[config.mk]
export PLATFORM = sky130hd
export DESIGN_NAME = btb_lookup_table
export DESIGN_NICKNAME = d
export VERILOG_FILES = /design/src/rtl/btb_pkg.sv /design/src/rtl/btb_match.sv /design/src/rtl/btb_store.sv /design/src/rtl/btb_alloc_ptr.sv /design/src/rtl/btb_lookup_table.sv
export SDC_FILE = /design/constraint.sdc
export NUM_CORES = 2
export LEC_CHECK = 0
export CAP_MARGIN = 0
export CORE_UTILIZATION = 30
export CTS_BUF_LIST = sky130_fd_sc_hd__clkbuf_16
export CTS_CLUSTER_SIZE = 24
export DETAILED_ROUTE_END_ITERATION = 7
export DONT_BUFFER_PORTS = 1
export PLACE_DENSITY = 0.55
export SYNTH_ARGS = -nofsm -noshare
export SYNTH_HDL_FRONTEND = slang
export SYNTH_SLANG_ARGS = --single-unit
[constraint.sdc]
create_clock -name clk -period 7.8 [get_ports clk]
set_clock_uncertainty 0.1 [all_clocks]
set_input_delay 1.56 -clock clk [delete_from_list [all_inputs] [get_ports clk]]
set_output_delay 1.56 -clock clk [all_outputs]
set_load 0.02 [all_outputs]
[src/rtl/btb_pkg.sv]
// Package: shared types and helpers for the branch target lookup table.
// Assumes a 2-bit prediction value whose upper bit is the taken prediction.
package btb_pkg;
    localparam int VAL_W = 2;
    typedef logic [VAL_W-1:0] pred_val_t;

    // Extract the taken prediction from a stored value.
    function automatic logic taken_of(input pred_val_t v);
        return v[VAL_W-1];
    endfunction
endpackage

[src/rtl/btb_match.sv]
// Module: parallel key compare with a priority pick.
// Compares one address against every slot key and reports any hit and the
// lowest matching index. Assumes invalid slots must never match.
module btb_match #(
    parameter int ENTRIES = 16,
    parameter int ADDR_W  = 32,
    localparam int IDX_W  = (ENTRIES > 1) ? $clog2(ENTRIES) : 1
) (
    input  logic [ENTRIES-1:0] valid,
    input  logic [ADDR_W-1:0]  keys [ENTRIES],
    input  logic [ADDR_W-1:0]  addr,
    output logic [ENTRIES-1:0] match_vec,
    output logic               hit,
    output logic [IDX_W-1:0]   idx
);
    // One comparator per slot, gated by the valid bit.
    for (genvar g = 0; g < ENTRIES; g++) begin : g_cmp
        assign match_vec[g] = valid[g] && (keys[g] == addr);
    end

    // Priority encode: scan downward so the lowest match is kept last.
    always_comb begin
        idx = '0;
        for (int i = ENTRIES - 1; i >= 0; i--) begin
            if (match_vec[i]) idx = IDX_W'(i);
        end
    end

    assign hit = |match_vec;
endmodule

[src/rtl/btb_store.sv]
// Module: slot storage for keys, targets and prediction values.
// Only the valid bits are reset; slot data is meaningful only when valid.
module btb_store
    import btb_pkg::*;
#(
    parameter int ENTRIES = 16,
    parameter int ADDR_W  = 32,
    parameter int TGT_W   = 32,
    localparam int IDX_W  = (ENTRIES > 1) ? $clog2(ENTRIES) : 1
) (
    input  logic               clk,
    input  logic               rst_n,
    input  logic               we,
    input  logic [IDX_W-1:0]   widx,
    input  logic [ADDR_W-1:0]  wkey,
    input  logic [TGT_W-1:0]   wtarget,
    input  pred_val_t          wval,
    output logic [ENTRIES-1:0] valid,
    output logic [ADDR_W-1:0]  keys    [ENTRIES],
    output logic [TGT_W-1:0]   targets [ENTRIES],
    output pred_val_t          vals    [ENTRIES]
);
    for (genvar g = 0; g < ENTRIES; g++) begin : g_slot
        // Valid bit: cleared by reset, set when this slot is written.
        always_ff @(posedge clk) begin
            if (!rst_n)                                  valid[g] <= 1'b0;
            else if (we && widx == IDX_W'(g))            valid[g] <= 1'b1;
        end

        // Slot payload: loaded when this slot is the write target.
        always_ff @(posedge clk) begin
            if (we && widx == IDX_W'(g)) begin
                keys[g]    <= wkey;
                targets[g] <= wtarget;
                vals[g]    <= wval;
            end
        end
    end
endmodule

[src/rtl/btb_alloc_ptr.sv]
// Module: circular replacement pointer.
// Advances by one on each allocation and wraps after the last slot.
module btb_alloc_ptr #(
    parameter int ENTRIES = 16,
    localparam int IDX_W  = (ENTRIES > 1) ? $clog2(ENTRIES) : 1
) (
    input  logic             clk,
    input  logic             rst_n,
    input  logic             advance,
    output logic [IDX_W-1:0] ptr
);
    localparam logic [IDX_W-1:0] LAST = IDX_W'(ENTRIES - 1);

    // Pointer update: reset to 0, step on allocation, wrap at the end.
    always_ff @(posedge clk) begin
        if (!rst_n)          ptr <= '0;
        else if (advance)    ptr <= (ptr == LAST) ? '0 : ptr + 1'b1;
    end
endmodule

[src/rtl/btb_lookup_table.sv]
// Module: top of the fully associative branch target lookup table.
// A lookup is registered one edge after the address. A write searches the
// keys first and overwrites a matching slot; otherwise it allocates the
// slot at the replacement pointer. Same-edge lookups see the old contents.
module btb_lookup_table
    import btb_pkg::*;
#(
    parameter int ENTRIES = 16,
    parameter int ADDR_W  = 32,
    parameter int TGT_W   = 32,
    localparam int IDX_W  = (ENTRIES > 1) ? $clog2(ENTRIES) : 1
) (
    input  logic              clk,
    input  logic              rst_n,
    input  logic [ADDR_W-1:0] lk_addr,
    output logic [TGT_W-1:0]  lk_target,
    output logic              lk_taken,
    input  logic              upd_en,
    input  logic [ADDR_W-1:0] upd_addr,
    input  logic [TGT_W-1:0]  upd_target,
    input  logic [1:0]        upd_val
);
    logic [ENTRIES-1:0] valid;
    logic [ADDR_W-1:0]  keys    [ENTRIES];
    logic [TGT_W-1:0]   targets [ENTRIES];
    pred_val_t          vals    [ENTRIES];

    logic [ENTRIES-1:0] lk_vec, upd_vec;
    logic               lk_hit, upd_hit;
    logic [IDX_W-1:0]   lk_idx, upd_idx, ptr, widx;
    logic               alloc;
    logic [TGT_W-1:0]   lk_pick_target;
    logic               lk_pick_taken;

    btb_match #(.ENTRIES(ENTRIES), .ADDR_W(ADDR_W)) u_lk_match (
        .valid(valid), .keys(keys), .addr(lk_addr),
        .match_vec(lk_vec), .hit(lk_hit), .idx(lk_idx)
    );

    btb_match #(.ENTRIES(ENTRIES), .ADDR_W(ADDR_W)) u_upd_match (
        .valid(valid), .keys(keys), .addr(upd_addr),
        .match_vec(upd_vec), .hit(upd_hit), .idx(upd_idx)
    );

    // Write steering: reuse a matching slot, else take the pointer slot.
    always_comb begin
        alloc = upd_en && !upd_hit;
        widx  = upd_hit ? upd_idx : ptr;
    end

    btb_alloc_ptr #(.ENTRIES(ENTRIES)) u_ptr (
        .clk(clk), .rst_n(rst_n), .advance(alloc), .ptr(ptr)
    );

    btb_store #(.ENTRIES(ENTRIES), .ADDR_W(ADDR_W), .TGT_W(TGT_W)) u_store (
        .clk(clk), .rst_n(rst_n), .we(upd_en), .widx(widx),
        .wkey(upd_addr), .wtarget(upd_target), .wval(upd_val),
        .valid(valid), .keys(keys), .targets(targets), .vals(vals)
    );

    // Read select: pick the matching slot's data, zero on a miss.
    always_comb begin
        lk_pick_target = lk_hit ? targets[lk_idx] : '0;
        lk_pick_taken  = lk_hit && taken_of(vals[lk_idx]);
    end

    // Output register: capture the lookup result every edge.
    always_ff @(posedge clk) begin
        if (!rst_n) begin
            lk_target <= '0;
            lk_taken  <= 1'b0;
        end else begin
            lk_target <= lk_pick_target;
            lk_taken  <= lk_pick_taken;
        end
    end
endmodule

Yosys cells after proc, flatten, opt, wreduce, memory -nomap -nowiden
Cells that the tools add are included.

Flip-flop bits (word level): 1109. Output and inout port bits: 33.

Bitwise logic cells: 1. Add/subtract/negate cells: 1. Reduce and logical (&&, ||, !) cells: 55. Mux-type cells: 40. Order comparisons: 1. Equal/unequal tests: 48.

Operators by type and width (count): $eq A32 B32 Y1 (32); $mux W4 (34); $bmux W32 S4 (1); $mux W32 (2); $logic_and A1 B1 Y1 (50); $eq A4 B4 Y1 const B (9); $reduce_or A16 Y1 (2); $eq A4 B3 Y1 const B (4); $bmux W2 S4 (1); $eq A4 B2 Y1 const B (2); $ge A5 B5 Y1 const B (1); $not A4 Y5 (1); $add A4 B1 Y4 const B (1); $eq A4 B1 Y1 const B (1); $logic_not A4 Y1 (1); $mux W2 (2); $reduce_and A2 Y1 (1); $logic_not A1 Y1 (1).

Longest topological paths before layout
Depth after elaboration: 23. Depth in mapped cells: 16. Mapped depth without buffers: 12.

Hierarchy
Synthesis repeated with hierarchy kept, for this count alone.

Cells, all modules: 3348. Area total of the unflattened synthesis: 50756.2 sq um.

Modules (own cells, without submodules): btb_store (times used 1, sequential area each 32030.7 sq um, area each 32396.1 sq um, cells an instance 1140); btb_match (times used 2, sequential area each 0.0 sq um, area each 6308.6 sq um, cells an instance 800); btb_lookup_table (times used 1, sequential area each 660.6 sq um, area each 5556.6 sq um, cells an instance 590); btb_alloc_ptr (times used 1, sequential area each 80.1 sq um, area each 186.4 sq um, cells an instance 18).

Least setup slack after synthesis
Ideal clock, no wire load.

Path type: input -> register. Start: input upd_addr[29]. End: register u_store.keys[448] in the netlist's numbering (enable). Arrival: 7.032 ns. Stages on the path: 13. Setup slack: 0.178 ns. Data required time: 7.210 ns. Setup time: 0.490 ns. Cells stage by stage: clkbuf_1 > buf_2 > xor2_1 > nor4_1 > nand4_1 > or4_1 > o21ai_0 > a21boi_0 > o21ai_0 > a21oi_1 > o21ba_2 > or3b_2 > nor2_1.

Word-level cells in the longest chain between the ends: 21. Elaborated cells on any way between the ends: 52. Those cells by class: 17 x eq/ne; 17 x mux; 18 x reduce/logical.

RTL lines: from (decl) (line btb_lookup_table.sv:19) `input logic [ADDR_W-1:0] upd_addr,`; $eq A32 B32 Y1 (line btb_match.sv:18) `assign match_vec[g] = valid[g] && (keys[g] == addr);`; $logic_and A1 B1 Y1 (line btb_match.sv:18); $mux W4 (16 in series) (line btb_match.sv:25) `if (match_vec[i]) idx = IDX_W'(i);`; $mux W4 (*) (line btb_lookup_table.sv:48) `widx = upd_hit ? upd_idx : ptr;`; $eq A4 B1 Y1 (*) (line btb_store.sv:32) `if (we && widx == IDX_W'(g)) begin`; $logic_and A1 B1 Y1 (*) (line btb_store.sv:32); to (signal, indexed assignment) (line btb_store.sv:33) `keys[g] <= wkey;`; to (decl) (line btb_store.sv:19) `output logic [ADDR_W-1:0] keys [ENTRIES],`.

Mark *: on every way between the ends. The rest lies on a longest branch, timed or not. A chain may end at the register's enable or synchronous reset.

Worst setup path after layout
Start: input upd_addr[3]. End: register u_store.keys[278] in the netlist's numbering (enable).

Word-level cells in the longest chain between the ends: 21. Elaborated cells on any way between the ends: 52. Those cells by class: 17 x eq/ne; 17 x mux; 18 x reduce/logical.

RTL lines (line): $eq A32 B32 Y1 (btb_match.sv:18); $logic_and A1 B1 Y1 (btb_match.sv:18); $mux W4 (16 in series) (btb_match.sv:25); $mux W4 (*) (btb_lookup_table.sv:48); $eq A4 B3 Y1 (*) (btb_store.sv:32); $logic_and A1 B1 Y1 (*) (btb_store.sv:32).

Marked as above.

==> impl_metrics.json <==
{
  "sw_frac_of_total_pct": 21.2,
  "power_frac_seq_pct": 52.5,
  "pin_count": 134,
  "syn_nets": 3677,
  "required_ns": 8.12,
  "grt_overflow_total": 0,
  "hold_class": "reg -> reg",
  "synth_edf_count": 1040,
  "final-instance-count-excl-fill": 5846,
  "postCtsSetupRepairBufs": 0,
  "cts-root-buf": "clkbuf_16",
  "post-synth-top-count-cell": "edfxtp_1",
  "path_class": "in -> reg",
  "drc": 0,
  "cap_viol_max_count": 0,
  "drive_gt1_share_pct": 7.53,
  "synth_top_area_share_pct": 61.3,
  "fin_nets": 3645,
  "p_leak_nw": 18.2,
  "dieWidth_um": 414,
  "finalSetupViolations": 0,
  "fin_crit_sh_pct": 73.9,
  "drt-initial-drc-count": 3601,
  "power.switching_mw": 2.62,
  "grt_pass1_vias": 30300,
  "wl_um": 166000,
  "whs_ns": 0.414,
  "die_height_um": 414,
  "peakVddDrop_v": 0.000235,
  "finalWorstSetupSlack_ns": 2.04,
  "insertion_delay_ns": 0.76,
  "cts_tree": "done",
  "grtUsageTotal_pct": 18.9,
  "grt_max_degree": 137,
  "ys.flop_type": "edfxtp_1",
  "area_delta_synth_final_pct": 11.8,
  "cts_sinks": 1093,
  "post_cts_resized": 0,
  "syn_inst": 3575,
  "post_synth_main_area_contributors": "edfxtp_1 (61%), xor2_1 (13%), xnor2_1 (4.5%), mux2i_1 (4.5%), nor4_1 (3.0%)",
  "fmax_mhz": 174,
  "die_area_sq_mm": 0.172,
  "critPathCaptureType": "flop",
  "synth_seq_cells": 1093,
  "ys_warn_count": 0,
  "gp_congestion": 0.919,
  "antenna_found_initial": 3,
  "dp.cells": 5636,
  "rows": 150,
  "slew_headroom_pct": 16.2,
  "dp.final_hpwl_um": 90200,
  "antenna_left": 0,
  "hold_viol_final": 0,
  "fin_setup_tns_ns": 0,
  "layout_min_cycle_time_ns": 5.76,
  "core_area_sq_mm": 0.168,
  "synth_commonest_cells": "edfxtp_1 (1,040), xor2_1 (762), xnor2_1 (261)",
  "grt_use_met3_pct": 4.76,
  "grt_use_met2_pct": 29.3,
  "p_int_mw": 9.77,
  "postCtsHoldBufs": 0,
  "syn_area_per_cell_sq_um": 14.3,
  "yosysTopAreaCell": "edfxtp_1",
  "critPathLaunchType": "primary input",
  "busiest_layer": "met2",
  "share_comb_of_total_power_pct": 3.3,
  "maxSlewViolCount": 0,
  "worst_slew_pin_slew_ns": 1.26,
  "grt_pass1_wl_um": 232000,
  "cts_buffer_depth": 3,
  "first_pass_iters": 5,
  "use_met1_pct": 26.0,
  "via_per_inst": 5.29,
  "place_ws_ns": 1.43,
  "netlist_area_sq_mm": 0.0510,
  "cts_max_level": 3,
  "cts_buffers": 109,
  "ys_async_sr_fraction_pct": 0,
  "rsz0062_at_grt": "no",
  "vias": 30900,
  "cts.clk_slew.worst_paths_ns": 0.06,
  "seq_area_frac_synth_pct": 63.3,
  "cp_max_fo": 32,
  "p_clk_share_pct": 44.3,
  "portBuffers": 0,
  "synth_cell_types": 64,
  "powerDensity_mw_per_mm2": 218,
  "outcome": "completed",
  "start_util_pct": 30.4,
  "fillerInstances": 16300,
  "wl_per_cell_um": 28.4,
  "arrival_ns": 6.08
}
[layer usage]
layer	up-vias	part of all wire (%)
li1	13400	-
met1	15800	43
met3	296	9.3
met2	1413	44
met4	0	3.1
met5	-	0
[cell usage in the layout, fill, tap and decap left out, drive strengths merged, types with 5 or more instances in the layout]
cell / n
mux2: 34
a22oi: 5
o21ai: 11
or3: 7
o21a: 19
bufinv: 16
xor2: 762
nor2b: 9
nand4: 121
nor4b: 14
inv: 45
clkbuf: 110
nand2b: 11
edfxtp: 1040
and3: 10
nand3: 51
dfxtp: 53
nor4: 249
nand3b: 8
nand4b: 16
o211ai: 7
xnor2: 261
nor2: 43
or4: 59
nand2: 134
a211oi: 7
a21oi: 36
clkinv: 46
mux2i: 228
buf: 45
and2: 6
o22ai: 91
a21boi: 7
nor3: 38
[flip-flops by register name (all words and copies together) (netlist names)]
name and cells:
u_store.keys 512, u_store.targets 512, lk_target 32, u_store.valid 16, u_store.vals 16, u_ptr.ptr 4
lk_taken 1
[critical path, stage by stage]
cell      delay, ns
xor2_1         0.14
nor4_1         0.46
nand4_1        0.17
or4_1          0.74
a21boi_0       0.25
o21ai_0        0.27
a21oi_1        0.17
o21ba_2        0.26
or3b_2         0.61
nor2_4         0.95
buf_4          0.43
[worst paths after layout]
| check | start | to | slack (ns) | depth (start not counted) |
|---|---|---|---|---|
| min reg2reg | u_store.valid[8] | u_store.valid[8] | 0.41 | 1 |
| max reg2reg | u_store.keys[157] | u_store.keys[278] | 2.40 | 11 |
| max | upd_addr[3] | u_store.keys[278] | 2.04 | 11 |
| min | u_store.valid[8] | u_store.valid[8] | 0.41 | 1 |
[metrics by stage]
step / area [sq um] / power, mW / utilization [%]
finish: 57000 / 12.4 / 33.9
global placement: 53300 / 7.03 / 31.7
detailed placement: 53300 / 7.03 / 31.7
floorplan: 51000 / 7.06 / -
CTS: 57000 / 12.5 / 33.9
global route: 57000 / 12.7 / 33.9
[final cells by class]
class                      count  area [sq um]  share of cell area, %
sequential                  1093         32300                   56.7
multi-input combinational   2281         17800                   31.2
tap                         2204          2760                   4.84
clock buffer                 110          2750                   4.83
clock inverter                98           942                   1.65
timing repair buffer          45           413                  0.725
inverter                      13          48.8                 0.0856
antenna                        2          5.00                0.00878
[cell families (layout without fill, tap and decap cells)]
kind of cell / after synthesis / in the layout / share of synthesized area (%)
compound gates: 202 / 202 / 2.64
flops: 1093 / 1093 / 63.3
fa+ha+maj: 1 / 1 / 0.0245
other cells: 0 / 2 / 0
xor+xnor: 1023 / 1023 / 17.6
simple gates: 793 / 793 / 9.09
buf+inv: 201 / 266 / 2.11
mux: 262 / 262 / 5.23
[power groups by stage]
stage,Sequential [mW],Clock [mW],Combinational [mW]
after CTS,6.50,5.58,0.403
after floorplan,6.63,0,0.426
after global routing,6.51,5.79,0.445
after global placement,6.63,0,0.402
final,6.50,5.48,0.405
after detailed placement,6.63,0,0.399
Power figures use the tool's default switching activity.
